File: src/rtl/pw_pkg.sv
package pw_pkg;

  typedef enum logic [2:0] {
    ST_IDLE,
    ST_DIR_REQ,
    ST_DIR_WAIT,
    ST_PTE_REQ,
    ST_PTE_WAIT,
    ST_DONE,
    ST_FAULT
  } walkState_t;

  // strobes from control to datapath
  typedef struct packed {
    logic loadReq;     // capture request operands
    logic passLinear;  // result is the linear address itself
    logic loadTable;   // capture page-table frame from directory entry
    logic loadFrame;   // capture final frame and build result
    logic selTable;    // read address selects the page-table entry
  } walkStrobe_t;

endpackage

File: src/rtl/pw_datapath.sv
module pw_datapath
  import pw_pkg::*;
#(
  parameter int ADDR_W      = 32,
  parameter int DIR_W       = 10,
  parameter int TBL_W       = 10,
  parameter int OFF_W       = 12,
  parameter int PRESENT_BIT = 0
) (
  input  logic              clk,
  input  logic              rst_n,
  input  walkStrobe_t       strobe,
  input  logic [ADDR_W-1:0] reqLinear,
  input  logic [ADDR_W-1:0] dirBase,
  input  logic [ADDR_W-1:0] memRspData,
  output logic [ADDR_W-1:0] memRdAddr,
  output logic [ADDR_W-1:0] physAddr,
  output logic              entryPresent
);

  localparam int FRAME_W     = ADDR_W - OFF_W;
  localparam int ENTRY_SHIFT = 2;

  logic [ADDR_W-1:0]  linReg;
  logic [FRAME_W-1:0] dirFrame;
  logic [FRAME_W-1:0] tblFrame;
  logic [ADDR_W-1:0]  physReg;

  logic [DIR_W-1:0]  dirIdx;
  logic [TBL_W-1:0]  tblIdx;
  logic [ADDR_W-1:0] dirEntryAddr;
  logic [ADDR_W-1:0] tblEntryAddr;

  assign dirIdx = linReg[ADDR_W-1 -: DIR_W];
  assign tblIdx = linReg[OFF_W +: TBL_W];

  assign dirEntryAddr = {dirFrame, {OFF_W{1'b0}}}
                      + ({{(ADDR_W-DIR_W){1'b0}}, dirIdx} << ENTRY_SHIFT);
  assign tblEntryAddr = {tblFrame, {OFF_W{1'b0}}}
                      + ({{(ADDR_W-TBL_W){1'b0}}, tblIdx} << ENTRY_SHIFT);

  assign memRdAddr    = strobe.selTable ? tblEntryAddr : dirEntryAddr;
  assign entryPresent = memRspData[PRESENT_BIT];
  assign physAddr     = physReg;

  always_ff @(posedge clk) begin
    if (!rst_n) begin
      linReg   <= '0;
      dirFrame <= '0;
      tblFrame <= '0;
      physReg  <= '0;
    end else begin
      if (strobe.loadReq) begin
        linReg   <= reqLinear;
        dirFrame <= dirBase[ADDR_W-1:OFF_W];
        physReg  <= strobe.passLinear ? reqLinear : '0;
      end
      if (strobe.loadTable) begin
        tblFrame <= memRspData[ADDR_W-1:OFF_W];
      end
      if (strobe.loadFrame) begin
        physReg <= {memRspData[ADDR_W-1:OFF_W], linReg[OFF_W-1:0]};
      end
    end
  end

endmodule

File: src/rtl/pw_ctrl.sv
module pw_ctrl
  import pw_pkg::*;
(
  input  logic        clk,
  input  logic        rst_n,
  input  logic        reqValid,
  input  logic        pagingOn,
  input  logic        memRdReady,
  input  logic        memRspValid,
  input  logic        entryPresent,
  output walkStrobe_t strobe,
  output logic        memRdValid,
  output logic        busy,
  output logic        done,
  output logic        fault
);

  walkState_t state, stateNext;

  always_ff @(posedge clk) begin
    if (!rst_n) state <= ST_IDLE;
    else        state <= stateNext;
  end

  always_comb begin
    stateNext  = state;
    strobe     = '0;
    memRdValid = 1'b0;
    unique case (state)
      ST_IDLE: begin
        if (reqValid) begin
          strobe.loadReq    = 1'b1;
          strobe.passLinear = !pagingOn;
          stateNext         = pagingOn ? ST_DIR_REQ : ST_DONE;
        end
      end
      ST_DIR_REQ: begin
        memRdValid = 1'b1;
        if (memRdReady) stateNext = ST_DIR_WAIT;
      end
      ST_DIR_WAIT: begin
        if (memRspValid) begin
          if (entryPresent) begin
            strobe.loadTable = 1'b1;
            stateNext        = ST_PTE_REQ;
          end else begin
            stateNext = ST_FAULT;
          end
        end
      end
      ST_PTE_REQ: begin
        memRdValid      = 1'b1;
        strobe.selTable = 1'b1;
        if (memRdReady) stateNext = ST_PTE_WAIT;
      end
      ST_PTE_WAIT: begin
        strobe.selTable = 1'b1;
        if (memRspValid) begin
          if (entryPresent) begin
            strobe.loadFrame = 1'b1;
            stateNext        = ST_DONE;
          end else begin
            stateNext = ST_FAULT;
          end
        end
      end
      ST_DONE:  stateNext = ST_IDLE;
      ST_FAULT: stateNext = ST_IDLE;
      default:  stateNext = ST_IDLE;
    endcase
  end

  assign busy  = (state != ST_IDLE);
  assign done  = (state == ST_DONE);
  assign fault = (state == ST_FAULT);

endmodule

File: src/rtl/page_walker.sv
module page_walker
  import pw_pkg::*;
#(
  parameter int ADDR_W = 32,
  parameter int DIR_W  = 10,
  parameter int TBL_W  = 10,
  parameter int OFF_W  = 12
) (
  input  logic              clk,
  input  logic              rst_n,
  input  logic              reqValid,
  input  logic [ADDR_W-1:0] reqLinear,
  input  logic              pagingOn,
  input  logic [ADDR_W-1:0] dirBase,
  output logic              busy,
  output logic              done,
  output logic              fault,
  output logic [ADDR_W-1:0] physAddr,
  output logic              memRdValid,
  output logic [ADDR_W-1:0] memRdAddr,
  input  logic              memRdReady,
  input  logic              memRspValid,
  input  logic [ADDR_W-1:0] memRspData
);

  walkStrobe_t strobe;
  logic        entryPresent;

  pw_ctrl u_ctrl (
    .clk          (clk),
    .rst_n        (rst_n),
    .reqValid     (reqValid),
    .pagingOn     (pagingOn),
    .memRdReady   (memRdReady),
    .memRspValid  (memRspValid),
    .entryPresent (entryPresent),
    .strobe       (strobe),
    .memRdValid   (memRdValid),
    .busy         (busy),
    .done         (done),
    .fault        (fault)
  );

  pw_datapath #(
    .ADDR_W (ADDR_W),
    .DIR_W  (DIR_W),
    .TBL_W  (TBL_W),
    .OFF_W  (OFF_W)
  ) u_dp (
    .clk          (clk),
    .rst_n        (rst_n),
    .strobe       (strobe),
    .reqLinear    (reqLinear),
    .dirBase      (dirBase),
    .memRspData   (memRspData),
    .memRdAddr    (memRdAddr),
    .physAddr     (physAddr),
    .entryPresent (entryPresent)
  );

endmodule

File: config.mk
export PLATFORM = sky130hd
export DESIGN_NAME = page_walker
export DESIGN_NICKNAME = d
export VERILOG_FILES = /design/src/rtl/pw_pkg.sv /design/src/rtl/pw_datapath.sv /design/src/rtl/pw_ctrl.sv /design/src/rtl/page_walker.sv
export SDC_FILE = /design/constraint.sdc
export NUM_CORES = 1
export LEC_CHECK = 0
export ABC_AREA = 0
export BUFFER_PORTS_ARGS = -buffer_cell sky130_fd_sc_hd__buf_2
export CORE_MARGIN = 10
export CORE_UTILIZATION = 55
export DETAILED_ROUTE_END_ITERATION = 10
export PLACE_DENSITY = 0.86
export SYNTH_ARGS = -nofsm -noshare
export SYNTH_HDL_FRONTEND = slang
export SYNTH_HIERARCHICAL = 1
export SYNTH_SLANG_ARGS = --single-unit
File: constraint.sdc
create_clock -name clk -period 3.84 [get_ports clk]
set_input_delay 0.192 -clock clk [delete_from_list [all_inputs] [get_ports clk]]
set_output_delay 0.192 -clock clk [all_outputs]
set_load 0.05 [all_outputs]
Word level (Yosys, flattened, before mapping)
Index checks and enable logic that the tools add are counted.
{ "totals": {"register_bits": 107, "word_cells": 46} }
{ "classes": {"addsub": 2, "n_reduce_logical": 7, "muxes": 21, "eq_ne": 11} }
{ "ops": {"columns": ["operator", "n"], "rows": [
  ["$mux 32", 4],
  ["$add 32x12->32", 2],
  ["$mux 3", 7],
  ["$pmux 3 s5", 1],
  ["$ne 2x2->1 const B", 5],
  ["$eq 3x3->1 const B", 3],
  ["$eq 3x2->1 const B", 2],
  ["$mux 1", 6],
  ["$mux 2", 3],
  ["$reduce_and 5->1", 1],
  ["$reduce_or 2->1", 2],
  ["$eq 3x1->1 const B", 1],
  ["$logic_not 3->1", 1],
  ["$reduce_bool 3->1", 1],
  ["$reduce_bool 2->1", 1],
  ["$logic_not 1->1", 1]
]} }

Longest topological paths before layout
Gate-level depths: netlist (run 1).
{ "logic_depth": {"ltp_word": 6, "ltp_mapped": 8} }

Hierarchy
Netlist (run 1), hierarchy kept.
{ "modules_own_cells": {"columns": ["module", "n_inst", "seq_area_each_um2", "cells_per_inst", "area_each_um2"], "rows": [
  ["pw_datapath", 1, 2082.0, 449, 4780.8],
  ["pw_ctrl", 1, 60.1, 40, 310.3]
]} }

Least setup slack after synthesis (run 1)
No wires, ideal clock.
{ "synth_path": {"path_kind": "flip-flop to output port", "start": "register u_ctrl.state[0]", "end": "output memRdAddr[10]", "path_slack_ns": 1.714, "path_buffers": 2, "path_stages_with_launch": 7, "arrival_time_ns": 1.934, "cell_sequence": "dfxtp_1 -> buf_6 -> nor2b_2 -> nand2_1 -> o21ai_0 -> buf_2 -> mux2_2"} }
{ "synth_rtl": {"columns": ["item", "line", "rtl"], "rows": [
  ["from (decl)", "pw_ctrl.sv:18", "walkState_t state, stateNext;"],
  ["from (signal assigned)", "pw_ctrl.sv:22", "else state <= stateNext;"],
  ["to (decl)", "page_walker.sv:20", "output logic [ADDR_W-1:0] memRdAddr,"]
]} }

==> results.toml, run 1 <==
[outcome]
outcome = "finished clean"

[worst_setup_path]
path_class = "reg2out"
reg2reg_to = "u_dp/physAddr[9]"
reg2regPathDepth = 5
rr_startpoint = "u_ctrl/state[1]"
r2r_slack_ns = 1.48
cp_max_fo = 30
crit_required_ns = 3.65
endpoint_kind = "primary output"
cp-start-kind = "flip-flop"
crit_arrival_ns = 2.74

[grt]
gr-total-overflow = 0
first_global_vias = 3970
grt_max_degree = 110
grt_pass1_wl_um = 20100
antenna_found_initial = 1
gr-usage-all-layers_pct = 18.6

[logic_synthesis]
ys.flop_type = "dfxtp_1"
synthXorXnorAreaFrac_pct = 0
synth_top_area_share_pct = 42.1
syn_area_mm2 = 0.00509
synth_area_leaders = "dfxtp_1, mux2i_1, nor2b_1"
synth_top_family_by_area = "simple AND/OR/NAND/NOR gates"
yosysUniqueCellTypes = 32
synth_compound_area_share_pct = 7.54
yosys_register_bits = 107
synthMuxAreaShare_pct = 21.0
synth_fa_ha_area_share_pct = 0.197
ys_warn_count = 6
ys_seq_area_share_pct = 42.1
synth-simple-area-share_pct = 23.3
synthArstFlopShare_pct = 0
yosys.area.top_type = "dfxtp_1"
synthCells = 489
synth_edf_count = 0
synth_area_per_cell_um2 = 10.4

[route]
ant_nets = 0
drt_iter0_markers = 230
drc = 0
num_vias = 3843
firstDrtPassIters = 4
wl_per_cell_um = 17.9
routed_wl_um = 12900
viasPerCell = 5.33

[timing]
maxSlewViolCount = 0
fmax_mhz = 342
min_period_ns = 2.93
rsz0062_at_grt = "no"
setup_violations = 0
fin_setup_tns_ns = 0
max-slew-margin-rel_pct = 28.1
hold_viol_final = 0
fin_skew_ns = 0.0100
post-route-period-util_pct = 76.3
tightest_slew_ns = 1.07
fin_ws_ns = 0.912

[cts]
hold_buffers = 0
cts_tree = "built"
post_cts_buffers = 0
cts_inserted_buffers = 9
clock_latency_ns = 0.35
cts_sinks = 107
cts_resized = 0
cts.clk_slew.worst_paths_ns = 0.10
cts-root-buf = "clkbuf_8"
h-tree-depth = 3
cts_buffer_depth = 2

[place]
dp.cells = 705
portBuffers = 144
gp_congestion = 0.784
place_area_mm2 = 0.00576
dp_hpwl_um = 9320
pre_cts_slack_ns = 1.31

[pwr]
powerDensity_mw_per_mm2 = 651
ir_drop_uv = 373
p_leak_uw = 0.00279

[min_path]
worstHoldPathCells = 3
min_from = "dirBase[21]"
holdPathEnd = "u_dp/dirFrame[9]"
min_path_type = "in2reg"

[final_layout]
final-instance-count-excl-fill = 721
layout_common_cells = "buf_2, dfxtp_1, nor2b_1"
fillers = 780
fin_area_mm2 = 0.00594
drive_gt1_share_pct = 33.3
area_delta_synth_final_pct = 16.6
final_common_cell = "buf_2"
antenna-diode-count = 0
nNetsFinal = 707

[floorplan]
core_mm2 = 0.00911
die_h_um = 116
start_util_pct = 55.9
die_w_um = 116
ioPinCount = 170
num_rows = 35
dieArea_mm2 = 0.0135

[run]
drv_cap = 0
cells in the mapped netlist (all sizes together) (3+ instances only):
cell,count
dfxtp,107
nor2b,106
mux2i,73
and3,33
o311a,32
mux2,30
buf,29
nand2b,24
clkbuf,16
or2b,10
inv,4
nor2,4
nand2,3
nor3,3
o21ai,3
through the flow:
stage | utilization, % | power (µW) | hold slack (ns)
2_1_floorplan | - | 2940 | 0.320
3_3_place_gp | 63.2 | 3190 | 0.451
3_5_place_dp | 63.2 | 3260 | 0.457
4_1_cts | 65.2 | 3890 | 0.0837
5_1_grt | 65.2 | 4080 | 0.0991
6_report | 65.2 | 3860 | 0.0901
registers in the layout, summed over array words and instances (netlist names):
name and cells:
u_dp/tblFrame 20, u_dp/physAddr 32, u_dp/linReg 32, u_dp/dirFrame 20, u_ctrl/state 3
routing by layer:
| metal | part of all wire, % | track usage [%] | vias up |
|---|---|---|---|
| met3 | 7.3 | 5.96 | 9 |
| li1 | - | - | 1924 |
| met5 | 0.085 | 0 | - |
| met1 | 43 | 23.5 | 1813 |
| met4 | 0.60 | 3.34 | 2 |
| met2 | 49 | 30.6 | 95 |
where the power goes:
group | total, µW | internal, µW | switching, µW | leakage (µW)
Combinational | 1790 | 623 | 1170 | 0.00182
Clock | 640 | 259 | 381 | 0.0000941
Sequential | 1430 | 1300 | 130 | 0.000871
Total | 3860 | 2180 | 1680 | 0.00279
worst max-delay path by stage:
stage | end | slack (ns) | from | depth (start not counted)
after floorplan | memRdAddr[10] | 1.71 | u_ctrl/state[0] | 6
after global placement | memRdAddr[11] | 1.37 | u_ctrl/state[2] | 4
after detailed placement | memRdAddr[11] | 1.31 | u_ctrl/state[2] | 4
after CTS | memRdAddr[11] | 0.89 | u_ctrl/state[2] | 4
after global routing | memRdAddr[6] | 0.80 | u_ctrl/state[2] | 4
final | memRdAddr[11] | 0.91 | u_ctrl/state[2] | 4
area by class of cell:
cell class | instances | area, µm² | area share (%)
multi-input combinational | 334 | 2690 | 45.4
sequential | 107 | 2140 | 36.1
timing repair buffer | 149 | 771 | 13.0
clock buffer | 11 | 141 | 2.38
tap | 111 | 139 | 2.34
clock inverter | 5 | 36.3 | 0.611
inverter | 4 | 15.0 | 0.253
cell families after synthesis:
group                      count (synthesis)
adders and majority gates                  1
other                                      1
DFF                                      107
AOI/OAI and AO/OA                         41
and+or+nand+nor                          187
muxes                                    103
buffers and inverters                     49
worst max-delay path, cell delays in order (launching register included):
cell      delay (ns)
dfxtp_1         0.60
nand2b_1        0.25
o21ai_4         0.88
mux2_2          0.43
buf_2           0.22
(Power assumes the default switching activity.)
==> run 2, diff against run 1 <==
- CORE_UTILIZATION: 55 -> 46
- PLACE_DENSITY: 0.86 -> 0.77
- clock period: 3.84 -> 2.42 ns (I/O delays scaled with it)
==> run 2 against run 1 <==
  * Routed wire length increased by 8.0%
  * Sequential power increased by 56%
  * Flip-flop and latch count unchanged
  * Largest power group unchanged
  * Hold slack got worse by 0.076 ns
  * Clock skew decreased by 0.0013 ns
  * Highest routed layer unchanged
==> results.toml, run 2 (synthesized netlist as in run 1, its figures left out) <==
[route]
num_vias = 3922
wl_per_cell_um = 18.2
firstDrtPassIters = 4
routed_wl_um = 13900
ant_nets = 0
top_layer = "met5"
dr_wl_met3_um = 981
met2WireLength_um = 6560
viasPerCell = 5.13
routedLengthMet1_um = 6210
drc = 0
drt_iter0_markers = 316

[worst_setup_path]
r2r_slack_ns = 0.45
reg2regPathDepth = 6
path_cells = "buf_4 > nor2b_2 > nand2_2 > o21ai_4 > buf_12 > mux2_2 > buf_2"
critPathBufInv = 3
cp_max_fo = 15
endpoint_kind = "primary output"
cp_slowest_stage_delay_ns = 0.37
crit_arrival_ns = 2.16
cp-start-kind = "flip-flop"
path_delay_family = "buffers and inverters"
slowest_stage = "mux2_2"
path_class = "reg2out"
crit_required_ns = 2.30
rr_startpoint = "u_ctrl/state[0]"
reg2reg_to = "u_dp/physAddr[18]"

[cts]
cts-root-buf = "clkbuf_8"
cts_sinks = 107
cts.clk_slew.worst_paths_ns = 0.09
cts_inserted_buffers = 9
cts_tree = "built"
cts_buffer_depth = 2
h-tree-depth = 3
clock_latency_ns = 0.37

[place]
portBuffers = 144
gp_congestion = 0.835
dp_hpwl_um = 9530
dp.cells = 739

[floorplan]
core_mm2 = 0.0108
die_h_um = 125
num_rows = 38
die_w_um = 125
dieArea_mm2 = 0.0157
start_util_pct = 47.0
ioPinCount = 170

[pwr]
clock_power_share_pct = 19.0
powerDensity_mw_per_mm2 = 1050
p_leak_uw = 0.00291
power_frac_comb_pct = 47.1
power_frac_seq_pct = 33.9
intPower_uw = 3870
p_switching_uw = 2730
ir_drop_uv = 646
swShare_pct = 41.3

[grt]
antenna_found_initial = 1
grt_max_degree = 108
grt_pass1_wl_um = 21900
gr-total-overflow = 0
gr-usage-all-layers_pct = 17.1
first_global_vias = 4047

[timing]
rsz0062_at_grt = "no"
fmax_mhz = 439
hold_viol_final = 0
fin_setup_tns_ns = 0
maxSlewViolCount = 0
hold_ws_ns = 0.0146
post-route-period-util_pct = 94.2
min_period_ns = 2.28
fin_skew_ns = 0.00876
setup_violations = 0

[min_path]
holdPathEnd = "u_dp/dirFrame[1]"
min_from = "dirBase[13]"
worstHoldPathCells = 3
min_path_type = "in2reg"

[final_layout]
fillers = 937
layout_common_cells = "buf_2, dfxtp_1, nor2b_1"
final_common_cell = "buf_2"
nNetsFinal = 725
area_delta_synth_final_pct = 23.0
final-instance-count-excl-fill = 765
antenna-diode-count = 0
drive_gt1_share_pct = 33.6

[run]
drv_cap = 0

[outcome]
outcome = "finished clean"
-- run 2: worst max path at each step --
stage,startpoint,endpoint,cells after the start
2_1_floorplan,u_ctrl/state[0],memRdAddr[10],6
3_5_place_dp,u_ctrl/state[0],memRdAddr[9],4
3_3_place_gp,u_ctrl/state[0],memRdAddr[9],4
6_report,u_ctrl/state[0],memRdAddr[8],7
4_1_cts,u_ctrl/state[0],memRdAddr[12],6
5_1_grt,u_ctrl/state[0],memRdAddr[9],7
-- run 2: power by group through the flow --
stage / Combinational (µW) / Sequential (µW) / Clock (µW)
global placement: 2920 / 2240 / 0
floorplan: 2170 / 2500 / 0
finish: 3110 / 2230 / 1250
CTS: 3080 / 2230 / 1290
detailed placement: 2990 / 2260 / 0
global route: 3310 / 2270 / 1360
-- run 2: what timing repair did --
item / in CTS / in global routing
gates resized for setup: 2 / 1
endpoints found under the hold margin: 9 / 1
gates cloned: 1 / 0
hold buffers: 9 / 1
pin swaps: 1 / 0
endpoints found under the setup margin: 30 / 30
buffers inserted: 1 / 1
-- run 2: worst register-to-register path: stages (launching register included) --
cell	delay, ns
dfxtp_1	0.32
nand2b_1	0.32
buf_4	0.25
nor3_2	0.34
buf_12	0.23
or2b_1	0.28
o311a_1	0.13
-- run 2: routing by layer --
layer  vias to the layer above  global-route usage, %
met3                        14                   5.53
met2                       115                   27.3
met1                      1830                   21.5
met4                         2                   5.28
li1                       1961                      -
met5                         -                      0
-- run 2: final cells by class --
type,count,area (µm²),area share (%)
clock buffers,10,128,2.04
inverters,4,15.0,0.240
flip-flops and latches,107,2140,34.2
clock inverters,3,90.1,1.44
well taps,140,175,2.80
multi-input cells,335,2710,43.3
repair buffers,166,998,15.9
-- run 2: per-stage QoR --
stage | total power, µW | instance area, µm² | util [%] | setup WS, ns
after detailed placement | 5250 | 5880 | 54.3 | 0.300
final | 6600 | 6260 | 57.8 | 0.141
after floorplan | 4670 | 5090 | - | 0.365
after global placement | 5160 | 5880 | 54.3 | 0.334
after CTS | 6600 | 6230 | 57.5 | 0.0235
after global routing | 6950 | 6260 | 57.8 | 0.0308
